<file path="config.mk">
export PLATFORM = sky130hd
export DESIGN_NAME = cseq_analyzer
export DESIGN_NICKNAME = d
export VERILOG_FILES = /design/src/rtl/cseq_pkg.sv /design/src/rtl/cseq_datapath.sv /design/src/rtl/cseq_control.sv /design/src/rtl/cseq_analyzer.sv
export SDC_FILE = /design/constraint.sdc
export NUM_CORES = 1
export LEC_CHECK = 0
export BUFFER_PORTS_ARGS = -buffer_cell sky130_fd_sc_hd__buf_2
export CORE_AREA = 2 2 54 76
export DETAILED_ROUTE_END_ITERATION = 6
export DIE_AREA = 0 0 56 78
export PLACE_DENSITY = 0.73
export SYNTH_ARGS = -nofsm -noshare
export SYNTH_HDL_FRONTEND = slang
export SYNTH_SLANG_ARGS = --single-unit
</file>
<file path="constraint.sdc">
create_clock -name clk -period 2.5 [get_ports clk]
set_input_delay 0.5 -clock clk [delete_from_list [all_inputs] [get_ports clk]]
set_output_delay 0.5 -clock clk [all_outputs]
set_load 0.1 [all_outputs]
</file>
<file path="src/rtl/cseq_pkg.sv">
package cseq_pkg;

  // strobes from control to datapath
  typedef struct packed {
    logic clear;   // start of a configuration: drop accumulated state
    logic accept;  // take sampleData into count, sum and map
  } cseqStrobe_t;

  // datapath findings for the sample presented this cycle
  typedef struct packed {
    logic isLast;    // this sample completes the 2^K count
    logic dupHit;    // value already seen in this configuration
    logic sumMatch;  // sum including this sample equals the target
  } cseqStatus_t;

  typedef enum logic [1:0] {
    PH_IDLE    = 2'd0,
    PH_COLLECT = 2'd1,
    PH_TAIL    = 2'd2
  } cseqPhase_t;

endpackage

</file>
<file path="src/rtl/cseq_datapath.sv">
module cseq_datapath
  import cseq_pkg::*;
#(
  parameter int K          = 4,
  parameter bit USE_BITMAP = 1'b1
) (
  input  logic             clk,
  input  logic             rstN,
  input  cseqStrobe_t      strb,
  input  logic [K-1:0]     sampleData,
  output cseqStatus_t      stat
);

  localparam int N  = 1 << K;
  localparam int CW = K + 1;
  localparam int AW = 2 * K;
  localparam logic [AW-1:0] EXP_SUM = AW'((N / 2) * (N - 1));

  logic [CW-1:0] sampleCnt;
  logic [AW-1:0] sumAcc;
  logic [CW-1:0] baseCnt;
  logic [AW-1:0] baseAcc;
  logic [AW-1:0] sumNext;
  logic          dupHit;

  always_comb begin
    baseCnt       = strb.clear ? '0 : sampleCnt;
    baseAcc       = strb.clear ? '0 : sumAcc;
    sumNext       = baseAcc + AW'(sampleData);
    stat.isLast   = (baseCnt == CW'(N - 1));
    stat.sumMatch = (sumNext == EXP_SUM);
    stat.dupHit   = dupHit;
  end

  always_ff @(posedge clk) begin
    if (!rstN) begin
      sampleCnt <= '0;
      sumAcc    <= '0;
    end else if (strb.accept) begin
      sampleCnt <= baseCnt + CW'(1);
      sumAcc    <= sumNext;
    end else if (strb.clear) begin
      sampleCnt <= '0;
      sumAcc    <= '0;
    end
  end

  generate
    if (USE_BITMAP) begin : g_map
      logic [N-1:0] seenMap;
      logic [N-1:0] baseMap;

      assign baseMap = strb.clear ? '0 : seenMap;
      assign dupHit  = strb.accept && baseMap[sampleData];

      always_ff @(posedge clk) begin
        if (!rstN) begin
          seenMap <= '0;
        end else if (strb.accept) begin
          seenMap <= baseMap | (N'(1) << sampleData);
        end else if (strb.clear) begin
          seenMap <= '0;
        end
      end
    end else begin : g_nomap
      assign dupHit = 1'b0;
    end
  endgenerate

endmodule

</file>
<file path="src/rtl/cseq_control.sv">
module cseq_control
  import cseq_pkg::*;
(
  input  logic         clk,
  input  logic         rstN,
  input  logic         startCfg,
  input  logic         sampleValid,
  input  cseqStatus_t  stat,
  output cseqStrobe_t  strb,
  output logic         resultDone,
  output logic         resultPass,
  output logic         resultFail
);

  cseqPhase_t phase, phaseNxt;
  logic given, givenNxt;      // verdict already issued for this configuration
  logic overrun, overrunNxt;  // samples arrived after the count completed
  logic vDone, vPass;

  always_comb begin
    strb.clear  = startCfg;
    strb.accept = sampleValid && (startCfg || phase == PH_COLLECT);

    vDone      = 1'b0;
    vPass      = 1'b0;
    phaseNxt   = phase;
    givenNxt   = given;
    overrunNxt = overrun;

    if (startCfg) begin
      vDone      = (phase == PH_COLLECT && !given) || (phase == PH_TAIL && overrun);
      phaseNxt   = PH_COLLECT;
      givenNxt   = 1'b0;
      overrunNxt = 1'b0;
    end else if (phase == PH_COLLECT && sampleValid) begin
      if (stat.isLast) begin
        vDone    = !given;
        vPass    = !given && stat.sumMatch && !stat.dupHit;
        phaseNxt = PH_TAIL;
      end else if (stat.dupHit && !given) begin
        vDone    = 1'b1;
        givenNxt = 1'b1;
      end
    end else if (phase == PH_TAIL && sampleValid) begin
      overrunNxt = 1'b1;
    end
  end

  always_ff @(posedge clk) begin
    if (!rstN) begin
      phase      <= PH_IDLE;
      given      <= 1'b0;
      overrun    <= 1'b0;
      resultDone <= 1'b0;
      resultPass <= 1'b0;
      resultFail <= 1'b0;
    end else begin
      phase      <= phaseNxt;
      given      <= givenNxt;
      overrun    <= overrunNxt;
      resultDone <= vDone;
      resultPass <= vPass;
      resultFail <= vDone && !vPass;
    end
  end

endmodule

</file>
<file path="src/rtl/cseq_analyzer.sv">
module cseq_analyzer
  import cseq_pkg::*;
#(
  parameter int K          = 4,
  parameter bit USE_BITMAP = 1'b1
) (
  input  logic         clk,
  input  logic         rstN,
  input  logic         startCfg,
  input  logic         sampleValid,
  input  logic [K-1:0] sampleData,
  output logic         resultDone,
  output logic         resultPass,
  output logic         resultFail
);

  cseqStrobe_t ctrlStrb;
  cseqStatus_t dpStat;

  cseq_control u_ctrl (
    .clk        (clk),
    .rstN       (rstN),
    .startCfg   (startCfg),
    .sampleValid(sampleValid),
    .stat       (dpStat),
    .strb       (ctrlStrb),
    .resultDone (resultDone),
    .resultPass (resultPass),
    .resultFail (resultFail)
  );

  cseq_datapath #(.K(K), .USE_BITMAP(USE_BITMAP)) u_dp (
    .clk       (clk),
    .rstN      (rstN),
    .strb      (ctrlStrb),
    .sampleData(sampleData),
    .stat      (dpStat)
  );

endmodule

</file>
# Word-level counts from Yosys, hierarchy flattened
# Index checks and enable logic that the tools add are counted.
dict set report op_classes {
  n_addsub 2
  order_cmp 1
  eq_ne 4
  n_shift 1
  muxes 18
  n_bitwise 4
  reduce_logical 22
}
# op count
set ops {}
lappend ops {{2-to-1 mux 16 bit} 2}
lappend ops {{2-to-1 mux 8 bit} 2}
lappend ops {{OR 16 bit} 1}
lappend ops {{<< shifter 1 x 4 -> 16 bit, first input constant} 1}
lappend ops {{2-to-1 mux 1 bit} 11}
lappend ops {{logical AND 1 bit} 10}
lappend ops {{2-to-1 mux 5 bit} 2}
lappend ops {{adder 8 x 4 -> 8 bit} 1}
lappend ops {{equality test 8 x 7 -> 1 bit, second input constant} 1}
lappend ops {{AND reduction 2 bit} 3}
lappend ops {{adder 5 x 1 -> 5 bit, second input constant} 1}
lappend ops {{equality test 5 x 4 -> 1 bit, second input constant} 1}
lappend ops {{less-than comparator 4 x 5 -> 1 bit, second input constant} 1}
lappend ops {{binary-select mux 1 bit (select 4 bit)} 1}
lappend ops {{nonzero test 2 bit} 2}
lappend ops {{logical NOT 1 bit} 3}
lappend ops {{NOT 1 bit} 3}
lappend ops {{AND reduction 3 bit} 1}
lappend ops {{equality test 2 x 1 -> 1 bit, second input constant} 1}
lappend ops {{equality test 2 bit, second input constant} 1}
lappend ops {{logical OR 1 bit} 2}
lappend ops {{OR reduction 2 bit} 1}
dict set report word_totals {
  reg_bits 36
  inputBits 8
}

# Depth between registers and ports, before layout
dict set report depth {
  word_depth 11
  mapped_depth 13
}

# By module
# A second synthesis with hierarchy kept.
dict set report unflattened {
  hier_cells 222
  area_unflattened_um2 2006.9
}
# module instances cells_each area_each_um2 seq_area_each_um2
set by_module_without_submodules {}
lappend by_module_without_submodules {cseq_datapath 1 190 1677.9 580.6}
lappend by_module_without_submodules {cseq_control 1 32 329.1 140.1}

# Worst setup path after synthesis
# OpenSTA, ideal clock, no wires.
dict set report synth_timing {
  path_type {input port to flip-flop}
  startpoint {input startCfg}
  endpoint {register u_ctrl.resultFail}
  arrival_time_ps 2442
  t_required_ps 2381
  slack_ps -61
  path_stages 11
  path_cell_list {buf_6 buf_6 nor2b_1 ha_1 inv_1 fa_1 or4b_4 nor4_2 nand3_1 o22ai_1 a21oi_1}
}
dict set report synth_via {
  elab_chain_len 11
  word_cells_on_any_way 24
  cone_classes {add/sub: 1; eq/ne: 2; mux: 12; reduce/logical: 9}
}
# element line
set synth_rtl {}
lappend synth_rtl {{from (decl)} cseq_analyzer.sv:9} ;# input logic startCfg,
lappend synth_rtl {{branches (longest 10 deep; another with adder 8 x 4 -> 8 bit)} --}
lappend synth_rtl {{logical AND 1 bit (*)} cseq_control.sv:63} ;# resultFail <= vDone && !vPass;
lappend synth_rtl {{to (signal assigned)} cseq_control.sv:63}
lappend synth_rtl {{to (decl)} cseq_control.sv:12} ;# output logic resultFail
# Mark *: on every way between the ends. The select of a mux whose other input is x is not followed.
# A chain may end at the register's enable or synchronous reset.

# Worst setup path in the final report
# Ends and elaborated chain as after synthesis.

==> flow_summary.yaml <==
global_routing:
  antenna_found_initial: 0
  grt_max_degree: 31
  grt_pass1_vias: 1594
  grt_pass1_wl_um: 7279
  grt_overflow: 0
  track_usage: 0.2117
setup_path:
  cpPeakStageDelay_ns: 0.50
  ff2ff_path_depth: 9
  r2r-end: "u_ctrl.resultFail"
  end_kind: "flip-flop"
  critPathKind: "input port to flip-flop"
  path_cells: "buf_2 > nor2b_4 > ha_4 > inv_2 > fa_1 > or4b_4 > nor4_2 > nand3_1 > o22ai_1 > a21oi_1"
  cpMaxStageDelayCell: "fa_1"
  crit_required_ns: 2.67
  worstPathMaxFanout: 4
  r2r-start: "u_dp.sumAcc[0]"
  crit_path_start_kind: "input port"
  worstPathArrival_ns: 2.41
  r2r_setup_slack_ns: 0.27
logic_synthesis:
  synth_edf_count: 0
  ys_types: 45
  ys_warn_count: 0
  synth_seq_cells: 36
  syn-cell-area_um2: 1944
  syn_area_per_cell_um2: 8.345
  synthArstFlopShare: 0
  synth_nets: 248
  synth_cells: 233
  synth_ff_type: "dfxtp_1"
  synth_sequential_area_ratio: 0.3707
routing:
  ant_nets: 0
  drc: 0
  vias: 1619
  drt-initial-drc-count: 68
  via_per_inst: 5.583
  wire_per_inst_um: 14.57
  finalWirelength_um: 4224
  drtPass1Iterations: 4
sta:
  tightest_slew_ns: 0.4906
  rsz0062_at_grt: "false"
  drv_slew: 0
  hold_viol_final: 0
  min_period_ns: 2.242
  skew_ns: 0.006722
  min_period_over_period: 0.8970
  maxSlewHeadroom: 0.6752
  fmax_mhz: 445.9
  setup_viol: 0
floorplan:
  core_um2: 3643
  dieArea_um2: 4368
  die_h_um: 78
  rows: 26
  ios: 11
  die_w_um: 56
  initial_utilization: 0.5337
clocking:
  cts_setup_buffers: 0
  ctsHtreeMaxLevel: 2
  cts.sinks: 36
  cts.clk_slew.worst_paths_ns: 0.07
  cts_buffers: 5
  clockBufferDepth: 2
  clock_latency_ns: 0.29
  cts_hold_buf: 0
  tritoncts: "yes"
  cts_resized: 0
  clockRootBuffer: "clkbuf_8"
run_status:
  status: "completed"
final_layout:
  area_growth_pct: 11.00
  layout.cells.non_filler: 290
  postLayoutCoreUtil: 0.5924
  fillers: 342
  drive_gt1_frac: 0.1452
  final_cell_mix: "dfxtp_1, nor2b_1, nor2_1"
  finalInstanceArea_um2: 2158
  n_antenna_cell: 0
  fin_nets: 262
  layout_commonest_cell: "dfxtp_1"
  regArea_um2: 720.7
  multi_input_area_um2: 1144
pwr:
  ir_worst_vdd_mv: 0.3466
  p_leak_uw: 0.0008287
  power.density_nw_per_um2: 539.5
hold_path:
  hold_path.class: "flip-flop to flip-flop"
  min_to: "u_dp.g_map.seenMap[0]"
  worstHoldPathCells: 2
  hp-start: "u_dp.g_map.seenMap[0]"
placed_design:
  gp_congestion: 0.8454
  placed_cell_area_um2: 2068
  dpl.hpwl_um: 2986
  dp.cells: 282
  portBuffers: 10
flow_run:
  drv_cap: 0
==> cell families (layout without fill, tap and decap cells) <==
kind of cell	count (synthesis)	count (layout)	share of synthesized area
AOI/OAI and AO/OA	59	59	0.1969
adders and majority gates	7	7	0.04891
buffers and inverters	20	35	0.05276
DFF	36	36	0.3707
muxes	1	1	0.005791
and+or+nand+nor	102	102	0.2889
xor gates and xnor gates	8	8	0.03604
==> Yosys cell counts (3+ instances only) <==
cell type / number / share of area
nor2_1: 20 / 0.039
a21o_1: 3 / 0.012
dfxtp_1: 36 / 0.37
clkbuf_1: 5 / 0.0097
nand3_1: 3 / 0.0077
nand2b_1: 6 / 0.019
o21a_1: 6 / 0.023
nor3_1: 5 / 0.013
buf_2: 4 / 0.010
xnor2_1: 5 / 0.023
and3_1: 3 / 0.0097
nor2b_1: 26 / 0.084
ha_1: 6 / 0.039
and2_1: 11 / 0.035
a31oi_1: 4 / 0.013
a22oi_1: 9 / 0.035
xor2_1: 3 / 0.014
inv_1: 6 / 0.012
o22ai_1: 4 / 0.013
nand2_1: 18 / 0.035
a21oi_1: 12 / 0.031
o21ai_0: 10 / 0.026
==> stage by stage <==
step	hold slack [ns]	setup TNS, ns	worst slack [ns]	power (µW)
after global routing	0.4786	0	0.1224	1215
after CTS	0.4639	0	0.2699	1171
after global placement	0.4535	0	0.01246	747.9
final	0.4633	0	0.2576	1164
after detailed placement	0.4530	-0.02076	-0.02076	748.6
after floorplan	0.4372	0	0.003299	710.2
==> flip-flops by register name (all words and copies together) (netlist names) <==
signal / flops
u_dp.sampleCnt: 5
u_ctrl.resultDone: 1
u_dp.g_map.seenMap: 16
u_dp.sumAcc: 8
u_ctrl.given: 1
u_ctrl.phase: 2
u_ctrl.resultPass: 1
u_ctrl.overrun: 1
u_ctrl.resultFail: 1
==> area by class of cell <==
type | instances | area share
Timing Repair Buffer | 20 | 0.05797
Inverter | 7 | 0.01217
Multi-Input combinational cell | 177 | 0.5299
Clock buffer | 8 | 0.04174
Tap cell | 42 | 0.02435
Sequential cell | 36 | 0.3339
==> worst max-delay path: cells and delay by family <==
family	cells	cell delay, ns
and+or+nand+nor	4	0.89
adders and majority gates	2	0.64
AOI/OAI and AO/OA	2	0.23
buffers and inverters	2	0.16
==> per-layer routing <==
metal	global-route usage	wire length, µm	vias to the layer above
li1	-	-	833
met1	0.2513	1927	745
met2	0.3624	2088	34
met3	0.04833	148	7
met4	0.08810	59	0
met5	0	0	-
==> worst max-delay path by stage <==
stage | startpoint | end | slack, ns
2_1_floorplan | startCfg | u_ctrl.resultFail | 0.003
3_3_place_gp | startCfg | u_ctrl.resultFail | 0.01
3_5_place_dp | startCfg | u_ctrl.resultFail | -0.02
4_1_cts | startCfg | u_ctrl.resultFail | 0.27
5_1_grt | startCfg | u_ctrl.resultFail | 0.12
6_report | startCfg | u_ctrl.resultFail | 0.26
==> where the power goes <==
group          internal (µW)  switching, µW  leakage [µW]
combinational           55.2           94.3      0.000492
clock                    225            202     0.0000455
sequential               584           3.85      0.000291
total                    864            301      0.000829
No activity file was read; power rests on OpenSTA's default activity.
